$ cat src/rtl/rvdec_pkg.sv
package rvdec_pkg;
    // Number of select bits consumed by the 2:4 core.
    localparam int unsigned CORE_SEL_W = 2;
    localparam int unsigned CORE_OUT_W = 1 << CORE_SEL_W;

    // Select bit that feeds expansion stage s (s >= 1).
    function automatic int unsigned stage_sel_bit(input int unsigned sel_w, input int unsigned s);
        return sel_w - 2 - s;
    endfunction

    // Bit offset of level s inside the concatenated minterm chain.
    function automatic int unsigned level_offset(input int unsigned s);
        return (CORE_OUT_W << s) - CORE_OUT_W;
    endfunction
endpackage

$ cat src/rtl/rv_gates.sv
// 1x1 inverter, cost 0.
module rv_not (
    input  logic a,
    output logic y
);
    assign y = ~a;
endmodule

// 2x2 controlled-NOT, cost 1; with b tied to 0 it copies a.
module rv_cnot (
    input  logic a,
    input  logic b,
    output logic p,
    output logic q
);
    assign p = a;
    assign q = a ^ b;
endmodule

// 3x3 Peres gate, cost 4.
module rv_peres (
    input  logic a,
    input  logic b,
    input  logic c,
    output logic p,
    output logic q,
    output logic r
);
    assign p = a;
    assign q = a ^ b;
    assign r = (a & b) ^ c;
endmodule

// 3x3 TR gate, cost 4.
module rv_tr (
    input  logic a,
    input  logic b,
    input  logic c,
    output logic p,
    output logic q,
    output logic r
);
    assign p = a;
    assign q = a ^ b;
    assign r = (a & ~b) ^ c;
endmodule

// 3x3 Fredkin gate (controlled swap of b and c), cost 5.
module rv_fredkin (
    input  logic a,
    input  logic b,
    input  logic c,
    output logic p,
    output logic q,
    output logic r
);
    assign p = a;
    assign q = (~a & b) | (a & c);
    assign r = (~a & c) | (a & b);
endmodule

$ cat src/rtl/rv_dec2.sv
// 2:4 core: Peres + TR + NOT + 3 CNOT, total cost 11.
module rv_dec2 (
    input  logic       x,       // MSB
    input  logic       y,       // LSB
    output logic [3:0] m,       // m[i] = (x,y) == i
    output logic       g        // garbage: x passed through the TR gate
);
    logic y_a, y_b;
    logic x_fwd, xor_p, and_xy;
    logic xor_t, x_not_y;
    logic xnor_p;

    // Copy y so that the Peres and TR gates each get their own line.
    rv_cnot u_dup_y (.a(y), .b(1'b0), .p(y_a), .q(y_b));

    // Peres: x^y and x&y.
    rv_peres u_pg (.a(x), .b(y_a), .c(1'b0), .p(x_fwd), .q(xor_p), .r(and_xy));

    // TR: x^y and x&~y; x travels on from the Peres gate, not by fan-out.
    rv_tr u_trg (.a(x_fwd), .b(y_b), .c(1'b0), .p(g), .q(xor_t), .r(x_not_y));

    // Invert the Peres XOR term: xy + x'y'.
    rv_not u_inv (.a(xor_p), .y(xnor_p));

    // (x^y) ^ xy' = x'y
    rv_cnot u_mix_lo (.a(x_not_y), .b(xor_t), .p(m[2]), .q(m[1]));
    // (xy + x'y') ^ xy = x'y'
    rv_cnot u_mix_hi (.a(and_xy), .b(xnor_p), .p(m[3]), .q(m[0]));
endmodule

$ cat src/rtl/rv_fredkin_stage.sv
// One expansion stage: doubles the minterm count with one Fredkin per line.
module rv_fredkin_stage #(
    parameter  int unsigned IN_W  = 4,
    localparam int unsigned OUT_W = 2 * IN_W
) (
    input  logic             ctrl,      // new select bit (next lower weight)
    input  logic [IN_W-1:0]  din,
    output logic [OUT_W-1:0] dout,
    output logic             ctrl_out   // control after the last gate (garbage)
);
    logic [IN_W:0] c_chain;
    assign c_chain[0] = ctrl;

    for (genvar i = 0; i < IN_W; i++) begin : g_cell
        // b = minterm, c = tied 0: q = ctrl' * din, r = ctrl * din
        rv_fredkin u_fg (
            .a (c_chain[i]),
            .b (din[i]),
            .c (1'b0),
            .p (c_chain[i+1]),
            .q (dout[2*i]),
            .r (dout[2*i+1])
        );
    end

    assign ctrl_out = c_chain[IN_W];
endmodule

$ cat src/rtl/rvdec_onehot.sv
module rvdec_onehot
    import rvdec_pkg::*;
#(
    parameter  int unsigned SEL_W  = 4,
    localparam int unsigned OUT_W  = 1 << SEL_W,
    localparam int unsigned GARB_W = SEL_W - 1,
    localparam int unsigned CHAIN_W = 2 * OUT_W - CORE_OUT_W
) (
    input  logic [SEL_W-1:0]  sel,
    output logic [OUT_W-1:0]  onehot,
    output logic [GARB_W-1:0] garbage
);
    // Level s of the minterm tree lives at chain[level_offset(s) +: 4<<s].
    logic [CHAIN_W-1:0] chain;

    rv_dec2 u_core (
        .x (sel[SEL_W-1]),
        .y (sel[SEL_W-2]),
        .m (chain[CORE_OUT_W-1:0]),
        .g (garbage[0])
    );

    for (genvar s = 1; s <= SEL_W - CORE_SEL_W; s++) begin : g_stage
        localparam int unsigned IW = CORE_OUT_W << (s - 1);
        rv_fredkin_stage #(.IN_W(IW)) u_stg (
            .ctrl     (sel[stage_sel_bit(SEL_W, s)]),
            .din      (chain[level_offset(s-1) +: IW]),
            .dout     (chain[level_offset(s) +: 2*IW]),
            .ctrl_out (garbage[s])
        );
    end

    assign onehot = chain[level_offset(SEL_W - CORE_SEL_W) +: OUT_W];
endmodule

$ cat config.mk
export PLATFORM = sky130hd
export DESIGN_NAME = rvdec_onehot
export DESIGN_NICKNAME = d
export VERILOG_FILES = /design/src/rtl/rvdec_pkg.sv /design/src/rtl/rv_gates.sv /design/src/rtl/rv_dec2.sv /design/src/rtl/rv_fredkin_stage.sv /design/src/rtl/rvdec_onehot.sv
export SDC_FILE = /design/constraint.sdc
export NUM_CORES = 1
export LEC_CHECK = 0
export BUFFER_PORTS_ARGS = -buffer_cell sky130_fd_sc_hd__buf_2
export CORE_AREA = 2 2 39 41
export DETAILED_ROUTE_END_ITERATION = 7
export DIE_AREA = 0 0 41 43
export GPL_TIMING_DRIVEN = 0
export PLACE_DENSITY_LB_ADDON = 0.15
export SLEW_MARGIN = 20
export SYNTH_ARGS = -nofsm -noshare
export SYNTH_HDL_FRONTEND = slang
export SYNTH_HIERARCHICAL = 1
export SYNTH_SLANG_ARGS = --single-unit
export TNS_END_PERCENT = 1
$ cat constraint.sdc
create_clock -name vclk -period 3.7
set_clock_uncertainty 0.2 [all_clocks]
set_input_delay 1.11 -clock vclk [all_inputs]
set_output_delay 1.11 -clock vclk [all_outputs]
set_load 0.02 [all_outputs]
## Word-level counts from Yosys, hierarchy flattened

Index checks and enable logic that the tools add are counted.

- Register bits: 0
- Word-level logic and storage cells: 33
- Output and inout port bits: 19

- Bitwise logic cells: 33

Operators by type and width:

| kind | number |
|---|---|
| $and A1 B1 Y1 | 26 |
| $not A1 Y1 | 4 |
| $xor A1 B1 Y1 | 3 |

## Depth between registers and ports, before layout

- Depth after elaboration: 5
- Depth in mapped cells: 8

## Modules after synthesis

The synthesis kept the hierarchy.

By module, submodules not included:

| module | instances | area each (um^2) | cells each |
|---|---|---|---|
| rv_fredkin | 12 | 30.0 | 3 |
| rv_cnot | 3 | 16.3 | 2 |
| rv_tr | 1 | 36.3 | 5 |
| rv_peres | 1 | 28.8 | 3 |
| rv_fredkin_stage | 2 | 3.8 | 1 |
| rv_dec2 | 1 | 3.8 | 1 |
| rv_not | 1 | 3.8 | 1 |

## Worst setup path before layout

OpenSTA, ideal clock, no wires.

- Path kind: input to output
- From: in sel[2]
- To: out onehot[7]
- Slack: 0.026 ns
- Data arrival time: 2.364 ns
- Required time: 2.390 ns
- Path buffers: 0
- Stages: 7
- Path through: xor2_1 -> inv_1 -> ha_1 -> xor2_1 -> xor2_1 -> mux2_2 -> mux2_2

- Cells in the longest elaborated chain, start to end: 5
- Elaborated cells between the ends (all ways): 6

RTL lines:

| element | line | source |
|---|---|---|
| from (decl) | rvdec_onehot.sv:9 | `input logic [SEL_W-1:0] sel,` |
| $not A1 Y1 | rv_gates.sv:45 | `assign r = (a & ~b) ^ c;` |
| $and A1 B1 Y1 | rv_gates.sv:45 |  |
| named net u_core.x_not_y | rv_dec2.sv:10 | `logic xor_t, x_not_y;` |
| $xor A1 B1 Y1 | rv_gates.sv:17 | `assign q = a ^ b;` |
| named net chain[1] | rvdec_onehot.sv:14 | `logic [CHAIN_W-1:0] chain;` |
| $and A1 B1 Y1 | rv_gates.sv:59 | `assign r = (~a & c) \| (a & b);` |
| named net chain[7] | rvdec_onehot.sv:14 |  |
| $and A1 B1 Y1 | rv_gates.sv:59 |  |
| to (decl) | rvdec_onehot.sv:10 | `output logic [OUT_W-1:0] onehot,` |

The timed path passes the listed nets, and every way through them passes these cells.

## Final worst setup path

- From: in sel[2]
- To: out onehot[4]

- Cells in the longest elaborated chain, start to end: 5
- Elaborated cells between the ends (all ways): 6

RTL lines:

| element | line | source |
|---|---|---|
| $not A1 Y1 | rv_gates.sv:45 |  |
| $and A1 B1 Y1 | rv_gates.sv:45 |  |
| named net u_core.x_not_y | rv_dec2.sv:10 |  |
| $xor A1 B1 Y1 | rv_gates.sv:17 |  |
| named net chain[1] | rvdec_onehot.sv:14 |  |
| $and A1 B1 Y1 | rv_gates.sv:58 | `assign q = (~a & b) \| (a & c);` |
| named net chain[6] | rvdec_onehot.sv:14 |  |
| $and A1 B1 Y1 | rv_gates.sv:58 |  |

The timed path passes the listed nets, and every way through them passes these cells.

==> impl_metrics.toml <==
[sta]
maxSlewViolCount = 0
setup_viol = 16
setup_ws_ns = -0.1756
hold_viol = 0
min_period_ns = 3.876
rsz0062_at_grt = "true"
max_freq_ghz = 0.2580
fin_crit_sh_pct = 104.7

[yosys]
synth_warnings = 6
synth.most_common_cell = "mux2_2"
netlist_instances = 54
synth_top_area_cell = "mux2_2"
ys_seq_area_share_pct = 0
yosysTopAreaCellShare_pct = 55.24
synth_cell_types = 6
syn_area_per_cell_um2 = 9.060
yosys-top-cells-count = "mux2_2, buf_4, xor2_1"
netlist_area_um2 = 489.2
synth_area_leaders = "mux2_2, buf_4, xor2_1"

[setup_path]
cp-start-kind = "primary input"
cp-end-kind = "primary output"
path_cells = "buf_6, xor2_1, inv_1, ha_2, xor2_2, xor2_1, mux2_4, mux2_4, buf_6"
cp_top_family = "multiplexers"
cp_data_required_time_ns = 2.39
timing.critical_path.fanout_max = 2
slowest_stage = "mux2_4"
arrival_ns = 2.57
critPathKind = "primary input to primary output"
path_depth = 9
worstSetupStartpoint = "sel[2]"
crit_buf_inv = 3
critPathMaxStageDelay_ns = 0.29

[detailed_routing]
dr.pass1.iters = 1
wirelength_um = 801
wl_per_cell_um = 6.846
drt-initial-drc-count = 0
drc = 0
ant_nets = 0
via_count = 447
viasPerCell = 3.821

[min_path]
hold_class = "primary input to primary output"
hp-start = "sel[0]"
holdPathStages = 3

[run_status]
outcome = "complete, but fails checks"
violations = "negative setup slack"

[power]
pwr-share-clk_pct = 0
powerDensity_nw_per_um2 = 186.5
ir_drop_mv = 0.09721
p_int_uw = 80.48
comb_power_share_pct = 100.0
p_leak_uw = 0.0004537
p_sw_uw = 70.03
seqPwrFrac_pct = 0
swShare_pct = 46.53

[final_layout]
antenna_cells = 0
register_area_um2 = 0
final_cells = 117
fin_util_pct = 58.32
drive_gt1_share_pct = 65.35
nets = 109
fill_cells = 142
nClkBuffers = 0
syn2layout_area_growth_pct = 64.96
seq_cells = 0

[floorplan]
dieArea_um2 = 1763
io-pin-count = 23
initial_utilization_pct = 35.35
fp.dieH_um = 43
fp.dieW_um = 41
core_um2 = 1384
row_count = 14

[place]
dp_cells = 117
io_buffer_count = 23
hpwl_um = 702.7
place_congestion = 0.5904

[cts]
cts_hold_buf = 0

[grt]
grt_first_pass_wirelength_um = 1386
grt_max_degree = 4
antenna_found_initial = 0
grt_overflow = 0
grt_pass1_vias = 387
grt_usage_pct = 10.30

[flow_run]
maxCapViolations = 0
==> metrics by stage <==
step / total power [uW] / setup slack [ns] / hold WS (ns) / TNS, ns / area (um2)
after CTS: 152.1 / -0.1732 / 2.411 / -1.968 / 807.0
after global routing: 164.0 / -0.2657 / 2.425 / -3.116 / 807.0
after global placement: 127.1 / -0.2182 / 2.413 / -2.762 / 714.4
final: 150.5 / -0.1756 / 2.407 / -1.970 / 807.0
after detailed placement: 129.5 / -0.2315 / 2.420 / -2.943 / 714.4
after floorplan: 100.3 / 0.02612 / 2.216 / 0 / 579.3
==> area by class of cell <==
| type | count | area [um2] | share of cell area [%] |
|---|---|---|---|
| Multi-Input combinational cell | 58 | 473.0 | 58.60 |
| Buffer | 17 | 153.9 | 19.07 |
| Timing Repair Buffer | 23 | 148.9 | 18.45 |
| Tap cell | 16 | 20.02 | 2.481 |
| Inverter | 3 | 11.26 | 1.395 |
==> path summary, 6_finish.rpt <==
kind	end
max	onehot[4]
min	onehot[1]
==> routing by layer <==
layer	track usage [%]	share of wire [%]
met1	10.16	37
met2	22.19	58
met3	0	4.9
met4	0	0
met5	0	0
==> power groups by stage <==
stage / Combinational, uW / Sequential (uW) / Clock (uW)
after floorplan: 100 / 0 / 0
after global placement: 127 / 0 / 0
after detailed placement: 130 / 0 / 0
after CTS: 152 / 0 / 0
after global routing: 164 / 0 / 0
final: 151 / 0 / 0
==> kinds of logic after synthesis <==
group | share of synthesized area (%)
multiplexers | 55.24
XOR/XNOR | 8.951
buffers and inverters | 28.39
other | 2.302
adder cells (fa/ha/maj) | 5.114
==> timing repair <==
| item | 4_1_cts | 5_1_grt |
|---|---|---|
| pin swaps | 4 | 2 |
| cloned | 0 | 0 |
| setup endpoints to repair | 17 | 16 |
| gates resized for setup | 25 | 0 |
| setup buffers | 0 | 0 |
==> layout by cell type (no fill, tap or decap) <==
| master | netlist | final |
|---|---|---|
| buf_2 | 0 | 17 |
| buf_4 | 17 | 11 |
| buf_6 | 0 | 12 |
| conb_1 | 3 | 27 |
| ha_1 | 2 | 1 |
| ha_2 | 0 | 1 |
| inv_1 | 3 | 3 |
| mux2_2 | 24 | 18 |
| mux2_4 | 0 | 6 |
| xor2_1 | 5 | 4 |
| xor2_2 | 0 | 1 |
Power figures use the tool's default switching activity.
